===== src/rtl/edge_mask_pkg.sv =====
package edge_mask_pkg;

    localparam int ADDR_W    = 64;
    localparam int NARROW_W  = 32;
    localparam int BLOCK_LSB = 3;
    localparam int MASK_W    = 1 << BLOCK_LSB;
    localparam int N_SIZES   = 3;

    typedef enum logic [1:0] {
        ESZ_BYTE = 2'd0,
        ESZ_HALF = 2'd1,
        ESZ_WORD = 2'd2,
        ESZ_RSVD = 2'd3
    } esz_e;

    typedef struct packed {
        logic n;
        logic z;
        logic v;
        logic c;
    } cc_t;

    typedef struct packed {
        cc_t wide;
        cc_t narrow;
    } cc_pair_t;

    function automatic logic [1:0] size_index(input esz_e sz);
        case (sz)
            ESZ_HALF: return 2'd1;
            ESZ_WORD: return 2'd2;
            default:  return 2'd0;
        endcase
    endfunction

endpackage


===== src/rtl/edge_side_mask.sv =====
module edge_side_mask #(
    parameter int LANES = 8,
    localparam int IDXW = (LANES > 1) ? $clog2(LANES) : 1
) (
    input  logic [IDXW-1:0]  start_k,
    input  logic [IDXW-1:0]  end_k,
    input  logic             little,
    output logic [LANES-1:0] start_mask,
    output logic [LANES-1:0] end_mask
);
    localparam logic [LANES-1:0] ONES = '1;

    always_comb begin
        if (little) begin
            start_mask = ONES << start_k;
            end_mask   = ONES >> (LANES - 1 - int'(end_k));
        end else begin
            start_mask = ONES >> start_k;
            end_mask   = ~(ONES >> (int'(end_k) + 1));
        end
    end

endmodule


===== src/rtl/edge_flag_calc.sv =====
module edge_flag_calc
    import edge_mask_pkg::*;
#(
    parameter int W = 64
) (
    input  logic [W-1:0] lhs,
    input  logic [W-1:0] rhs,
    output cc_t          cc
);
    logic [W:0] diff;

    always_comb begin
        diff = {1'b0, lhs} - {1'b0, rhs};
        cc.n = diff[W-1];
        cc.z = (diff[W-1:0] == '0);
        cc.v = (lhs[W-1] ^ rhs[W-1]) & (diff[W-1] ^ lhs[W-1]);
        cc.c = diff[W];
    end

endmodule


===== src/rtl/edge_mask_unit.sv =====
module edge_mask_unit
    import edge_mask_pkg::*;
(
    input  logic        clk,
    input  logic        rst,
    input  logic [63:0] addr_a_i,
    input  logic [63:0] addr_b_i,
    input  logic [1:0]  elem_size_i,
    input  logic        little_i,
    input  logic        set_cc_i,
    input  logic        narrow_i,
    output logic [7:0]  mask_o,
    output logic [7:0]  flags_o,
    output logic        flags_valid_o
);
    logic [ADDR_W-1:0] eff_a, eff_b;
    logic              same_block;
    logic [MASK_W-1:0] start_all [N_SIZES];
    logic [MASK_W-1:0] end_all   [N_SIZES];
    logic [1:0]        sel;
    logic [MASK_W-1:0] mask_d;
    cc_pair_t          cc_d;

    // Narrow mode clears the upper half before the mask is formed
    always_comb begin
        eff_a = narrow_i ? {{(ADDR_W-NARROW_W){1'b0}}, addr_a_i[NARROW_W-1:0]} : addr_a_i;
        eff_b = narrow_i ? {{(ADDR_W-NARROW_W){1'b0}}, addr_b_i[NARROW_W-1:0]} : addr_b_i;
        same_block = (eff_a[ADDR_W-1:BLOCK_LSB] == eff_b[ADDR_W-1:BLOCK_LSB]);
    end

    // One mask builder per element size; size g has MASK_W>>g lanes
    for (genvar g = 0; g < N_SIZES; g++) begin : g_size
        localparam int LANES = MASK_W >> g;
        logic [LANES-1:0] s_m, e_m;

        edge_side_mask #(.LANES(LANES)) u_side (
            .start_k    (eff_a[BLOCK_LSB-1:g]),
            .end_k      (eff_b[BLOCK_LSB-1:g]),
            .little     (little_i),
            .start_mask (s_m),
            .end_mask   (e_m)
        );

        assign start_all[g] = MASK_W'(s_m);
        assign end_all[g]   = MASK_W'(e_m);
    end

    always_comb begin
        sel    = size_index(esz_e'(elem_size_i));
        mask_d = same_block ? (start_all[sel] & end_all[sel]) : start_all[sel];
    end

    edge_flag_calc #(.W(ADDR_W)) u_cc_wide (
        .lhs (addr_a_i),
        .rhs (addr_b_i),
        .cc  (cc_d.wide)
    );

    edge_flag_calc #(.W(NARROW_W)) u_cc_narrow (
        .lhs (addr_a_i[NARROW_W-1:0]),
        .rhs (addr_b_i[NARROW_W-1:0]),
        .cc  (cc_d.narrow)
    );

    always_ff @(posedge clk) begin
        if (rst) begin
            mask_o        <= '0;
            flags_o       <= '0;
            flags_valid_o <= 1'b0;
        end else begin
            mask_o        <= mask_d;
            flags_valid_o <= set_cc_i;
            if (set_cc_i) begin
                flags_o <= cc_d;
            end
        end
    end

    // upper half of the mask stays clear for 16-bit elements
    a_r4_half_upper_zero: assert property (@(posedge clk) disable iff (rst)
        (elem_size_i == 2'd1) |=> (mask_o[7:4] == 4'h0));

    // only two mask bits can be set for 32-bit elements
    a_r5_word_upper_zero: assert property (@(posedge clk) disable iff (rst)
        (elem_size_i == 2'd2) |=> (mask_o[7:2] == 6'h00));

    // identical byte addresses leave exactly one byte enabled
    a_r6_equal_single: assert property (@(posedge clk) disable iff (rst)
        ((elem_size_i == 2'd0) && (addr_a_i == addr_b_i)) |=> ($countones(mask_o) == 1));

    // aligned start in another block enables every byte
    a_r6_cross_full: assert property (@(posedge clk) disable iff (rst)
        ((elem_size_i == 2'd0) && (addr_a_i[2:0] == 3'd0) &&
         (addr_a_i[31:3] != addr_b_i[31:3])) |=> (mask_o == 8'hFF));

    // equal operands give zero in both flag sets
    a_r8_zero_flags: assert property (@(posedge clk) disable iff (rst)
        (set_cc_i && (addr_a_i == addr_b_i)) |=> (flags_o[6] && flags_o[2] && flags_valid_o));

    // flags are held when no update is requested
    a_r9_flags_hold: assert property (@(posedge clk) disable iff (rst)
        !set_cc_i |=> ($stable(flags_o) && !flags_valid_o));

endmodule


===== config.mk =====
export PLATFORM = sky130hd
export DESIGN_NAME = edge_mask_unit
export DESIGN_NICKNAME = d
export VERILOG_FILES = /design/src/rtl/edge_mask_pkg.sv /design/src/rtl/edge_side_mask.sv /design/src/rtl/edge_flag_calc.sv /design/src/rtl/edge_mask_unit.sv
export SDC_FILE = /design/constraint.sdc
export NUM_CORES = 1
export LEC_CHECK = 0
export BUFFER_PORTS_ARGS = -buffer_cell sky130_fd_sc_hd__clkbuf_2
export CAP_MARGIN = 5
export CORE_MARGIN = 1.5
export CORE_UTILIZATION = 61
export DETAILED_ROUTE_END_ITERATION = 16
export GPL_TIMING_DRIVEN = 0
export PLACE_DENSITY = 0.89
export SYNTH_ARGS = -nofsm -noshare
export SYNTH_HDL_FRONTEND = slang
export SYNTH_SLANG_ARGS = --single-unit

===== constraint.sdc =====
create_clock -name clk -period 5.9 [get_ports clk]
set_input_delay 0.885 -clock clk [delete_from_list [all_inputs] [get_ports clk]]
set_output_delay 0.885 -clock clk [all_outputs]
set_load 0.02 [all_outputs]

==> run summary <==
CP startpoint kind -> input pin
Die X -> 105 um
Largest net degree at the start of global routing -> 11
Post-synth top area share -> 0.125
Vias per cell -> 6.40
Post-Route WL -> 21600 um
Number of antenna violations at the first check in global routing -> 0
Inserted Clock Buffers -> 3
Worst-path maximum fanout -> 10
Internal Pwr Total -> 0.459 mW
DR WL/cell -> 17.0 um
GRT Total Usage -> 0.375
CTS Hold Bufs -> 0
Sequential area share after synthesis -> 0.0532
Largest area contributor in the netlist -> ha_1
CP peak stage delay -> 0.50 ns
Clk_lat worst skew -> 0.25 ns
First-pass GRT wire length -> 34600 um
CTS root buf -> clkbuf_8
Clock power share -> 0.089
Via count -> 8151
Final setup fails -> 0
Crit path capture type -> flop
Starting Density -> 0.625
DRT iter0 DRCs -> 854
Status -> finished clean
Layout area overhead -> 15.1%
Worst VDD drop -> 97.0 uV
Critical Path RT -> 6.09 ns
Slew @ Worst Pin -> 0.732 ns
Ports -> 152
CTS resizes -> 0
Final HPWL DP -> 18100 um
Yosys cell types -> 95
Logic pwr share -> 0.779
Clk slew on worst S/H paths -> 0.06 ns
Die area -> 11100 um2
Clock buffer depth -> 2
Max-Cap Viols -> 0
Seq cells post-synth -> 17
Tcrit/Tclk final -> 0.795
Share of layout cells above drive strength 1 -> 0.193
RSZ-0062 raised after global routing -> false
Peak Freq -> 213 MHz
Most frequent cells in the layout -> 153 x clkbuf_2, 110 x a21oi_1, 101 x nand2_1
Post-CTS Setup Inserts -> 0
Nets -> 1338
Final antenna-violating net count -> 0
Sw Ratio -> 0.520
Slew Limit Fails -> 0
Remaining Overflow, GRT -> 0
Post-layout util -> 0.719
WS Path Type -> input pin to flop
Seq pwr share -> 0.131
Syn_nets -> 1183
Number of synthesized flops with an enable pin -> 0
Synth top area cells -> ha_1 13%, a21oi_1 8.6%, nand2_1 5.9%, o21ai_0 5.7%, xnor2_1 5.6%
CP arrival -> 4.88 ns
Post-Route Skew -> 0 ns
Slowest cell on crit path -> a211oi_4
Synthesized instance count -> 983
I/O Buffers -> 150
Leak Pwr -> 3.40 nW
Core area -> 10200 um2
Pwr/cell area -> 130 nW/um2
Async SR Flop Fraction -> 0
Std-Cell Rows -> 37
Number of global-route vias before repair -> 7294
Worst min path class -> flop to flop
DRC violations left -> 0
H-tree levels -> 1
Relative slew slack -> 0.508
Crit path cell chain -> clkbuf_2, clkbuf_1, inv_1, fa_1, nand2b_1, a21o_4, a211oi_4, o2111ai_1, a31oi_1, nor2_1, a31o_1, a2111oi_2, and4b_1, nand4_1, nand2_1
Clock period minus worst slack -> 4.69 ns
Die H -> 105 um
Placed Cells -> 1269
Setup TNS -> 0 ns
Sw power -> 0.498 mW
Commonest non-fill, non-tap cell in the layout -> clkbuf_2
CTS Sinks -> 17
TritonCTS clock tree -> built
Syn avg cell area -> 6.50 um2
Router iterations before antenna repair -> 5
Yosys warning count -> 0
Final hold vios -> 0
Ys flop type -> dfxtp_1
Post-synthesis cell area -> 6390 um2
Gp weighted congestion -> 0.975
Ant diodes -> 0
Final std cells w/o fill -> 1273
==> final cells by class <==
| type | count | area (um2) |
|---|---|---|
| inverter | 95 | 357 |
| fill | 946 | 2870 |
| timing repair buffer | 150 | 751 |
| tap | 136 | 170 |
| multi-input combinational | 826 | 5460 |
| buffer | 45 | 238 |
| sequential | 17 | 340 |
| clock buffer | 4 | 45.0 |
==> critical path: cells and delay by family <==
kind / cells / cell delay [ns]
buffers and inverters: 3 / 0.63
AO/OA/AOI/OAI: 6 / 2.10
AND/OR/NAND/NOR: 5 / 0.79
adder cells (fa/ha/maj): 1 / 0.47
==> final timing paths <==
path	from	endpoint	slack [ns]	cells after the start
setup / recovery	addr_a_i[1]	flags_o[6]	1.21	15
hold / removal	flags_o[6]	flags_o[6]	0.45	2
setup reg to reg	flags_o[1]	flags_o[1]	5.13	3
hold reg to reg	flags_o[6]	flags_o[6]	0.45	2
==> power groups by stage <==
stage | sequential (mW) | clock, mW | combinational [mW]
after global placement | 0.128 | 0 | 0.713
after CTS | 0.126 | 0.0877 | 0.727
after global routing | 0.126 | 0.0933 | 0.811
after floorplan | 0.137 | 0 | 0.506
final | 0.126 | 0.0855 | 0.745
after detailed placement | 0.128 | 0 | 0.722
==> Yosys cell counts, types with 5 or more instances <==
master / count
ha_1: 64
nor2_1: 76
buf_2: 16
nand2_1: 101
nand4_1: 44
a211oi_1: 13
nand2b_1: 11
o21a_1: 8
and3_1: 13
or3_1: 11
dfxtp_1: 17
and2_1: 9
a22oi_1: 5
nand3b_1: 8
nor4_1: 9
o21bai_1: 9
a21oi_1: 110
xnor2_1: 41
a21o_1: 11
o211ai_1: 13
clkbuf_1: 20
inv_1: 95
o21ai_0: 73
nor3_1: 19
xor2_1: 11
mux2i_1: 9
nand3_1: 23
a2111oi_0: 5
o31ai_1: 9
o2111ai_1: 6
nor2b_1: 8
a31oi_1: 8
==> metal layers <==
metal / track usage / vias up / share of wire
li1: - / 3932 / -
met1: 0.489 / 3681 / 0.42
met2: 0.649 / 472 / 0.46
met3: 0.0223 / 66 / 0.080
met4: 0.138 / 0 / 0.041
met5: 0 / - / 0
==> through the flow <==
stage	power, mW	hold slack, ns	cell area [um2]	setup WS [ns]
floorplan	0.643	0.515	6390	1.87
global placement	0.841	0.425	7310	1.04
detailed placement	0.850	0.440	7310	1.07
CTS	0.940	0.450	7360	1.31
global route	1.03	0.490	7360	1.06
finish	0.956	0.447	7360	1.21
==> state kept, by name, indices dropped and copies added (netlist names) <==
register	flops
flags_o	8
mask_o	8
flags_valid_o	1
==> cells by family after synthesis <==
kind of cell / after synthesis / synth area share
mux: 11 / 0.0182
buf+inv: 140 / 0.0930
flops: 17 / 0.0532
compound gates: 335 / 0.346
fa+ha+maj: 65 / 0.128
xor+xnor: 52 / 0.0712
simple gates: 363 / 0.290
No activity file was read; power rests on OpenSTA's default activity.
